File: src/rtl/ivc_pkg.sv
package ivc_pkg;

   // Indications from the CPU sequencer, packed together for internal use
   typedef struct packed {
      logic retire;
      logic sei;
      logic cli;
      logic reti;
      logic sleep;
   } core_ind_t;

   function automatic int unsigned idx_width(input int unsigned n);
      return (n < 2) ? 1 : $clog2(n);
   endfunction

endpackage

File: src/rtl/ivc_src_bank.sv
module ivc_src_bank #(
   parameter int unsigned          N_SRC      = 8,
   parameter logic [N_SRC-1:0]     LEVEL_MASK = '0
) (
   input  logic             clk,
   input  logic             rst_n,
   input  logic [N_SRC-1:0] evt,
   input  logic [N_SRC-1:0] w1c,
   input  logic [N_SRC-1:0] ack,
   output logic [N_SRC-1:0] pend,
   output logic [N_SRC-1:0] raw_req
);

   for (genvar i = 0; i < N_SRC; i++) begin : g_src
      if (LEVEL_MASK[i]) begin : g_level
         assign pend[i]    = 1'b0;
         assign raw_req[i] = evt[i];
      end else begin : g_flag
         logic latch_q;
         always_ff @(posedge clk or negedge rst_n) begin
            if (!rst_n)
               latch_q <= 1'b0;
            else
               latch_q <= (latch_q & ~w1c[i] & ~ack[i]) | evt[i];
         end
         assign pend[i]    = latch_q;
         assign raw_req[i] = latch_q;

         // an event is always remembered
         p_evt_latched_r5 : assert property (@(posedge clk) disable iff (!rst_n)
            evt[i] |=> latch_q);
         // software clear without a new event empties the latch
         p_w1c_clears_r4 : assert property (@(posedge clk) disable iff (!rst_n)
            (w1c[i] && !evt[i]) |=> !latch_q);
      end
   end

endmodule

File: src/rtl/ivc_prio_pick.sv
module ivc_prio_pick #(
   parameter int unsigned N_SRC = 8,
   parameter int unsigned IDX_W = 3
) (
   input  logic [N_SRC-1:0] req,
   output logic             hit,
   output logic [IDX_W-1:0] idx,
   output logic [N_SRC-1:0] onehot
);

   always_comb begin
      hit    = 1'b0;
      idx    = '0;
      onehot = '0;
      // scan from the top so the lowest requesting index is kept last
      for (int k = N_SRC - 1; k >= 0; k--) begin
         if (req[k]) begin
            hit    = 1'b1;
            idx    = IDX_W'(k);
            onehot = '0;
            onehot[k] = 1'b1;
         end
      end
   end

endmodule

File: src/rtl/ivc_seq.sv
module ivc_seq
   import ivc_pkg::*;
#(
   parameter int unsigned RESP_CYC = 5,
   parameter int unsigned WAKE_CYC = 5,
   localparam int unsigned CNT_W   = $clog2(RESP_CYC + WAKE_CYC + 1)
) (
   input  logic      clk,
   input  logic      rst_n,
   input  core_ind_t ind,
   input  logic      any_req,
   output logic      take_d,
   output logic      gie_q,
   output logic      busy
);

   localparam logic [CNT_W-1:0] LOAD_AWAKE = CNT_W'(RESP_CYC);
   localparam logic [CNT_W-1:0] LOAD_SLEEP = CNT_W'(RESP_CYC + WAKE_CYC);

   logic [CNT_W-1:0] cnt_q;
   logic             grace;

   assign busy   = (cnt_q != '0);
   assign grace  = ind.sei | ind.reti;
   assign take_d = ind.retire & gie_q & ~ind.cli & ~grace & ~busy & any_req;

   always_ff @(posedge clk or negedge rst_n) begin
      if (!rst_n) begin
         gie_q <= 1'b0;
         cnt_q <= '0;
      end else begin
         if (take_d || ind.cli)
            gie_q <= 1'b0;
         else if (grace)
            gie_q <= 1'b1;

         if (take_d)
            cnt_q <= ind.sleep ? LOAD_SLEEP : LOAD_AWAKE;
         else if (busy)
            cnt_q <= cnt_q - 1'b1;
      end
   end

   // enable or return sets the global enable
   p_gie_set_r3 : assert property (@(posedge clk) disable iff (!rst_n)
      (grace && !ind.cli) |=> gie_q);
   // disable clears the global enable
   p_gie_cli_r8 : assert property (@(posedge clk) disable iff (!rst_n)
      ind.cli |=> !gie_q);

endmodule

File: src/rtl/irq_vector_ctrl.sv
module irq_vector_ctrl
   import ivc_pkg::*;
#(
   parameter int unsigned      N_SRC      = 8,
   parameter logic [N_SRC-1:0] LEVEL_MASK = '0,
   parameter int unsigned      VEC_W      = 16,
   parameter logic [VEC_W-1:0] APP_BASE   = '0,
   parameter logic [VEC_W-1:0] BOOT_BASE  = '0,
   parameter int unsigned      RESP_CYC   = 5,
   parameter int unsigned      WAKE_CYC   = 5,
   localparam int unsigned     IDX_W      = idx_width(N_SRC)
) (
   input  logic             clk,
   input  logic             rst_n,
   input  logic [N_SRC-1:0] src_evt_i,
   input  logic [N_SRC-1:0] src_en_i,
   input  logic [N_SRC-1:0] flag_w1c_i,
   input  logic             retire_i,
   input  logic             sei_i,
   input  logic             cli_i,
   input  logic             reti_i,
   input  logic             sleep_i,
   input  logic             relocate_i,
   output logic             take_o,
   output logic [VEC_W-1:0] vec_o,
   output logic [IDX_W-1:0] src_id_o,
   output logic [N_SRC-1:0] ack_clr_o,
   output logic [N_SRC-1:0] pend_o,
   output logic             gie_o,
   output logic             busy_o
);

   if (N_SRC < 2) begin : g_bad_nsrc
      $error("N_SRC must be at least 2");
   end
   if (VEC_W < IDX_W + 3) begin : g_bad_vecw
      $error("VEC_W too narrow for the vector table");
   end
   if (RESP_CYC < 1) begin : g_bad_resp
      $error("RESP_CYC must be at least 1");
   end

   core_ind_t        ind;
   logic [N_SRC-1:0] raw_req, req, win_hot, ack_now;
   logic             hit, take_d;
   logic [IDX_W-1:0] win_idx;
   logic [VEC_W-1:0] base_sel, vec_next;

   assign ind = '{retire: retire_i, sei: sei_i, cli: cli_i, reti: reti_i, sleep: sleep_i};

   ivc_src_bank #(.N_SRC(N_SRC), .LEVEL_MASK(LEVEL_MASK)) u_bank (
      .clk     (clk),
      .rst_n   (rst_n),
      .evt     (src_evt_i),
      .w1c     (flag_w1c_i),
      .ack     (ack_now),
      .pend    (pend_o),
      .raw_req (raw_req)
   );

   assign req = raw_req & src_en_i;

   ivc_prio_pick #(.N_SRC(N_SRC), .IDX_W(IDX_W)) u_pick (
      .req    (req),
      .hit    (hit),
      .idx    (win_idx),
      .onehot (win_hot)
   );

   ivc_seq #(.RESP_CYC(RESP_CYC), .WAKE_CYC(WAKE_CYC)) u_seq (
      .clk     (clk),
      .rst_n   (rst_n),
      .ind     (ind),
      .any_req (hit),
      .take_d  (take_d),
      .gie_q   (gie_o),
      .busy    (busy_o)
   );

   assign ack_now  = take_d ? (win_hot & ~LEVEL_MASK) : '0;
   assign base_sel = relocate_i ? BOOT_BASE : APP_BASE;
   assign vec_next = base_sel
                   + {{(VEC_W-IDX_W-2){1'b0}}, ({1'b0, win_idx} + 1'b1), 1'b0};

   always_ff @(posedge clk or negedge rst_n) begin
      if (!rst_n) begin
         take_o    <= 1'b0;
         vec_o     <= '0;
         src_id_o  <= '0;
         ack_clr_o <= '0;
      end else begin
         take_o    <= take_d;
         ack_clr_o <= ack_now;
         if (take_d) begin
            vec_o    <= vec_next;
            src_id_o <= win_idx;
         end
      end
   end

   // a take needs the global enable
   p_take_gie_r2 : assert property (@(posedge clk) disable iff (!rst_n)
      take_o |-> $past(gie_o));
   // takes only at instruction boundaries
   p_take_boundary_r10 : assert property (@(posedge clk) disable iff (!rst_n)
      take_o |-> $past(retire_i));
   // acceptance drops the global enable
   p_gie_drop_r3 : assert property (@(posedge clk) disable iff (!rst_n)
      take_o |-> !gie_o);
   // disable blocks in the same cycle
   p_cli_block_r8 : assert property (@(posedge clk) disable iff (!rst_n)
      $past(cli_i) |-> !take_o);
   // grace instruction after enable or return
   p_grace_r7 : assert property (@(posedge clk) disable iff (!rst_n)
      $past(sei_i || reti_i) |-> !take_o);
   // a take opens a fresh response window
   p_busy_window_r9 : assert property (@(posedge clk) disable iff (!rst_n)
      take_o |-> (busy_o && !$past(busy_o)));
   // automatic clear is one-hot and only with a take
   p_ack_onehot_r4 : assert property (@(posedge clk) disable iff (!rst_n)
      $onehot0(ack_clr_o) && ((ack_clr_o != '0) -> take_o));
   // vectors stay word-pair aligned
   p_vec_even_r1 : assert property (@(posedge clk) disable iff (!rst_n)
      take_o |-> (vec_o[0] == 1'b0));

endmodule

File: config.mk
export PLATFORM = sky130hd
export DESIGN_NAME = irq_vector_ctrl
export DESIGN_NICKNAME = d
export VERILOG_FILES = /design/src/rtl/ivc_pkg.sv /design/src/rtl/ivc_src_bank.sv /design/src/rtl/ivc_prio_pick.sv /design/src/rtl/ivc_seq.sv /design/src/rtl/irq_vector_ctrl.sv
export SDC_FILE = /design/constraint.sdc
export NUM_CORES = 1
export LEC_CHECK = 0
export CAP_MARGIN = 20
export CELL_PAD_IN_SITES_DETAIL_PLACEMENT = 2
export CELL_PAD_IN_SITES_GLOBAL_PLACEMENT = 2
export CORE_MARGIN = 2
export CORE_UTILIZATION = 36
export DETAILED_ROUTE_END_ITERATION = 16
export DONT_BUFFER_PORTS = 1
export PLACE_DENSITY_LB_ADDON = 0.1
export SETUP_SLACK_MARGIN = 0.1
export SLEW_MARGIN = 25
export SYNTH_ARGS = -nofsm -noshare
export SYNTH_HDL_FRONTEND = slang
export SYNTH_SLANG_ARGS = --single-unit
File: constraint.sdc
create_clock -name clk -period 2.2 [get_ports clk]
set_input_delay 0.66 -clock clk [delete_from_list [all_inputs] [get_ports clk]]
set_output_delay 0.66 -clock clk [all_outputs]
set_load 0.005 [all_outputs]
==> qor.csv, run 1 <==
metric,value,unit
initial antenna violation count,0,
Netlist cell types,40,
proportion of layout cells with a drive suffix above 1,18.3,%
via count,1089,
GRT Overall Usage,16.7,%
fin util,40.7,%
Synth Area in XOR/XNOR,1.68,%
final instance area,1660,um^2
DP HPWL,2.96,mm
Worst R2R Path Depth,7,
Die Span X,69.9,um
FF-to-FF Start,u_seq.cnt_q[0],
routed len/inst,18.3,um
top area cells in the synthesized netlist,"dfrtp_1, buf_4, mux2_4",
f_max,0.501,GHz
DIE AREA,4890,um^2
Final Skew,0.00955,ns
Boundary Pins,70,
setup TNS,0,ns
Placer Congestion,0.743,
"worst slack, placed",0.130,ns
sequential cell area,726,um^2
top-area cell type share of the netlist area,46.4,%
Worst Path Arrival,1.34,ns
port bufs,0,
Hold Crit Class,primary input to async pin,
CTS max path bufs,2,
Setup crit start,u_seq.cnt_q[0],
post-cts resize count,0,
CP required,1.54,ns
pin count of the biggest net entering global routing,30,
register bit total from synthesis,29,
Synth Instances,148,
Crit path largest cell delay,0.40,ns
first-pass GRT wire length,6.33,mm
Async SR Flop Fraction,100,%
Diodes inserted,0,
vias in the first global route,1256,
crit path buf inv count,2,
FP Rows,23,
yosys warns,0,
First-pass DRT Iterations,4,
sequential fraction of the synthesis area,46.4,%
Multi-input gate area,692,um^2
outcome,completed,
Most common cell on crit path,inv_1,
number of fill cells,463,
post-synthesis compound-gate area fraction,13.9,%
Power Density,908,nW/um^2
CP Capture Type,output port,
kind of critical path,flop to output port,
largest family of logic cells by synthesized area,simple AND/OR/NAND/NOR gates,
crit-path max FO,5,
FF-to-FF setup slack,0.26,ns
Adder-Cell Fraction of Synth Area,2.40,%
final max-slew violation count,0,
top cell family by delay on the critical path,flip-flops,
Lkg Pwr,0.772,nW
CTS tree,done,
drc violations,0,
final WL,3.71,mm
"Area growth, synth to finish",6.40,%
vias per cell,5.36,
Max Cap Viol,0,
crit start category,flop,
Post-DP Area,1560,um^2
Die H,69.9,um
Synth Flop Type,dfrtp_1,
list of most frequent post-synthesis cells,"dfrtp_1, buf_4, nand2_1, inv_1",
most frequent cell after synthesis,dfrtp_1,
setup violators final,0,
VDD IR-drop max,0.277,mV
Skew-Pair Late Insertion Delay,0.28,ns
"Worst Setup Slack, final",0.203,ns
Num CTS Buffers,5,
RSZ-0062 raised after global routing,false,
multiplexer area fraction after synthesis,4.48,%
CTS Sinks,29,
First DRT Iteration DRCs,11,
synthesized area,1560,um^2
post-synthesis simple-gate area fraction,18.9,%
clk root buf,clkbuf_8,
Period minus WS final,2.00,ns
Yosys top cell by area,dfrtp_1,
gr ovfl total,0,
Initial Util,38.3,%
capture point of the worst reg-to-reg path,u_bank.g_src[3].g_flag.latch_q,
H-Tree Depth,2,
fin crit share,90.8,%
"Hold Violations, Final",0,
worst-path cell chain,inv_1 -> ha_1 -> nor3b_4 -> inv_1,
"Slowest-stage cell, CP",dfrtp_1,
# nets final,187,
"Reg clk slew, reported paths",0.07,ns
average instance area after synthesis,10.6,um^2
"EDFF count, synth",0,
Routed Antenna Nets,0,
core region area,4090,um^2
==> cells in the final DEF, fill, tap and decap left out, drive strengths merged <==
cell type	count
clkbuf	7
nor3	6
inv	10
and4bb	1
mux2i	1
or2	2
a31o	3
a22o	4
and2	1
conb	12
nand4	5
a22oi	3
nand3	3
nor4b	3
nor2b	1
nand2	11
buf	6
or3	1
a41oi	2
mux2	4
o21bai	2
nand3b	1
dfrtp	29
nand2b	3
o21ai	2
nor3b	3
a21oi	7
a21o	1
xnor2	3
nor4	1
a31oi	1
o22ai	1
a32o	1
ha	3
nor2	7
o2bb2ai	1
clkinv	1
==> worst register-to-register path: stages (launching register included) <==
cell and delay [ns]:
dfrtp_1 0.40, inv_1 0.09, ha_1 0.19, nor3b_4 0.27, nor4b_4 0.33, buf_4 0.19
nand4_1 0.09, a31o_2 0.25
==> stage by stage <==
step	power (mW)	cells	hold slack [ns]
6_report	1.51	203	0.0623
5_1_grt	1.62	203	0.0476
4_1_cts	1.53	202	0.0523
3_5_place_dp	1.03	194	0.365
3_3_place_gp	1.01	194	0.365
2_1_floorplan	0.975	159	0.364
==> cell families after synthesis <==
group                    count (synthesis)
AO/OA/AOI/OAI                           28
buffers and inverters                   30
flip-flops                              29
multiplexers                             5
XOR/XNOR                                 3
AND/OR/NAND/NOR                         49
adder cells (fa/ha/maj)                  3
other                                    1
==> where the power goes <==
part	internal (mW)	switching [mW]	leakage, nW
logic	0.188	0.149	0.354
clock network	0.282	0.203	0.0542
registers	0.607	0.0817	0.364
==> registers in the layout, summed over array words and instances, names as in the netlist <==
name	count
src_id_o	3
take_o	1
ack_clr_o	8
u_seq.gie_q	1
vec_o	4
u_bank.g_src.g_flag.latch_q	8
u_seq.cnt_q	4
==> area by class of cell <==
class / count / share of cell area, %
repair buffers: 6 / 2.71
flip-flops and latches: 29 / 43.6
inverters: 10 / 2.26
multi-input cells: 100 / 41.6
well taps: 50 / 3.76
clock inverters: 1 / 0.301
clock buffers: 7 / 5.79
==> layer usage <==
layer  vias up  part of all wire, %  global-route usage [%]
li1        501                    -                       -
met1       541                   42                    19.0
met2        43                   50                    27.5
met3         4                  7.2                    6.78
met4         0                  1.5                    7.26
met5         -                    0                       0
==> timing repair <==
action                                  4_1_cts  5_1_grt
buffers inserted                              0        1
endpoints found under the setup margin        0        7
hold buffers                                  0        0
==> how the worst max path moves through the flow <==
stage / end / slack (ns) / cells after the start
after floorplan: src_id_o[0] / 0.31 / 4
after global placement: vec_o[3] / 0.17 / 6
after detailed placement: vec_o[2] / 0.13 / 5
after CTS: busy_o / 0.11 / 4
after global routing: busy_o / 0.11 / 4
final: busy_o / 0.20 / 4
(Power assumes the default switching activity.)
==> run 2: changes to the inputs <==
ABC_AREA = 1   (was default)
CORE_UTILIZATION = 33   (was 36)
==> qor.csv, run 2 <==
metric,value,unit
port bufs,0,
routed len/inst,14.0,um
Synth Instances,207,
H-Tree Depth,2,
Placed Instances,263,
Lkg Pwr,0.990,nW
final instance area,1690,um^2
proportion of layout cells with a drive suffix above 1,11.8,%
"commonest non-fill, non-tap cells in the layout","nand2_1, inv_1, dfrtp_1",
Yosys top cell by area,dfrtp_1,
crit-path max FO,8,
worst hold slack,0.0790,ns
fin crit share,80.9,%
Diodes inserted,0,
Boundary Pins,70,
setup violators final,0,
Post-DP Area,1600,um^2
Die H,74.6,um
Power Density,883,nW/um^2
Period minus WS final,1.78,ns
core region area,4750,um^2
initial antenna violation count,0,
Netlist cell types,24,
final max-slew violation count,0,
Final Skew,0.00149,ns
crit start category,flop,
CP required,1.54,ns
Die Span X,74.6,um
register bit total from synthesis,29,
top layer in use,met4,
CTS max path bufs,2,
# nets final,238,
setup TNS,0,ns
average instance area after synthesis,7.94,um^2
DIE AREA,5560,um^2
via count,1215,
top-area cell type share of the netlist area,44.1,%
Skew-Pair Late Insertion Delay,0.27,ns
kind of critical path,flop to output port,
VDD IR-drop max,0.240,mV
"Hold Violations, Final",0,
synthesized area,1640,um^2
yosys warns,0,
"EDFF count, synth",0,
clk root buf,clkbuf_8,
pin count of the biggest net entering global routing,30,
First-pass DRT Iterations,3,
GRT Overall Usage,15.2,%
First DRT Iteration DRCs,17,
Hold Crit Class,primary input to async pin,
Max Cap Viol,0,
Async SR Flop Fraction,100,%
vias in the first global route,1391,
number of fill cells,561,
list of most frequent post-synthesis cells,"nand2_1, inv_1, dfrtp_1, buf_4, nor2_1",
Routed Antenna Nets,0,
RSZ-0062 raised after global routing,false,
top area cells in the synthesized netlist,"dfrtp_1, nand2_1, buf_4",
Synth Flop Type,dfrtp_1,
Num CTS Buffers,5,
CTS Sinks,29,
vias per cell,4.50,
hold_buf cts,0,
most frequent cell after synthesis,nand2_1,
gr ovfl total,0,
Initial Util,34.6,%
met2 wire length,2.07,mm
drc violations,0,
Worst Path Arrival,1.12,ns
f_max,0.562,GHz
Placer Congestion,0.747,
final WL,3.78,mm
DP HPWL,3.04,mm
postcts setup bufs,0,
Finished Layout Cells,270,
M1 WL,1.43,mm
CTS tree,done,
sequential fraction of the synthesis area,44.1,%
FP Rows,25,
Largest regs,"ack_clr_o (8), u_bank.g_src.g_flag.latch_q (8)",
outcome,completed,
CP Capture Type,output port,
post-cts resize count,0,
first-pass GRT wire length,6.26,mm
"Area growth, synth to finish",2.59,%
"commonest non-fill, non-tap cell in the layout",nand2_1,
"Reg clk slew, reported paths",0.06,ns
metal3 WL,237,um
==> run 2: final timing paths <==
| check | startpoint | to | slack (ns) | cells past startpoint |
|---|---|---|---|---|
| max in group asynchronous | rst_n | u_seq.cnt_q[1] | 2.05 | 0 |
| setup reg to reg | u_seq.cnt_q[0] | u_bank.g_src[2].g_flag.latch_q | 0.57 | 7 |
| hold / removal | rst_n | ack_clr_o[5] | 0.08 | 0 |
| hold reg to reg | vec_o[4] | vec_o[4] | 0.51 | 2 |
| min in group clk | cli_i | u_seq.gie_q | 0.44 | 1 |
| setup / recovery | u_seq.cnt_q[0] | busy_o | 0.42 | 3 |
==> run 2: cells by family (layout without fill, tap and decap cells) <==
| group | count (synthesis) | after routing | share of synthesized area (%) |
|---|---|---|---|
| buffers and inverters | 58 | 43 | 18.8 |
| adder cells (fa/ha/maj) | 3 | 3 | 2.28 |
| XOR/XNOR | 3 | 3 | 1.60 |
| other | 1 | 12 | 0.228 |
| flip-flops | 29 | 29 | 44.1 |
| AO/OA/AOI/OAI | 11 | 11 | 3.50 |
| AND/OR/NAND/NOR | 102 | 102 | 29.5 |
==> run 2: power by group <==
group / internal (mW) / switching [mW] / total [mW]
clock network: 0.248 / 0.188 / 0.436
logic: 0.144 / 0.236 / 0.380
registers: 0.612 / 0.0626 / 0.674
==> run 2: through the flow <==
stage | utilization [%] | power, mW | worst slack (ns)
finish | 35.5 | 1.49 | 0.420
global route | 35.5 | 1.62 | 0.356
CTS | 35.5 | 1.53 | 0.390
detailed placement | 33.7 | 1.08 | 0.341
global placement | 33.7 | 1.03 | 0.376
floorplan | - | 1.01 | 0.538
==> run 2: cell type report <==
type                    instances  area [um^2]  area share (%)
well taps                      67         83.8            4.97
flip-flops and latches         29          726            43.0
inverters                      36          140            8.31
clock buffers                   7         86.3            5.12
multi-input cells             131          651            38.6
==> run 2: layer usage <==
layer / GRT usage, % / vias to the layer above
met3: 5.56 / 6
met1: 16.3 / 594
li1: - / 577
met2: 27.3 / 38
met5: 0 / -
met4: 5.16 / 0
==> run 2: critical path, cell delays in order, from the launching register on <==
cell	delay, ns
dfrtp_1	0.36
inv_1	0.13
ha_1	0.23
nand2_4	0.13
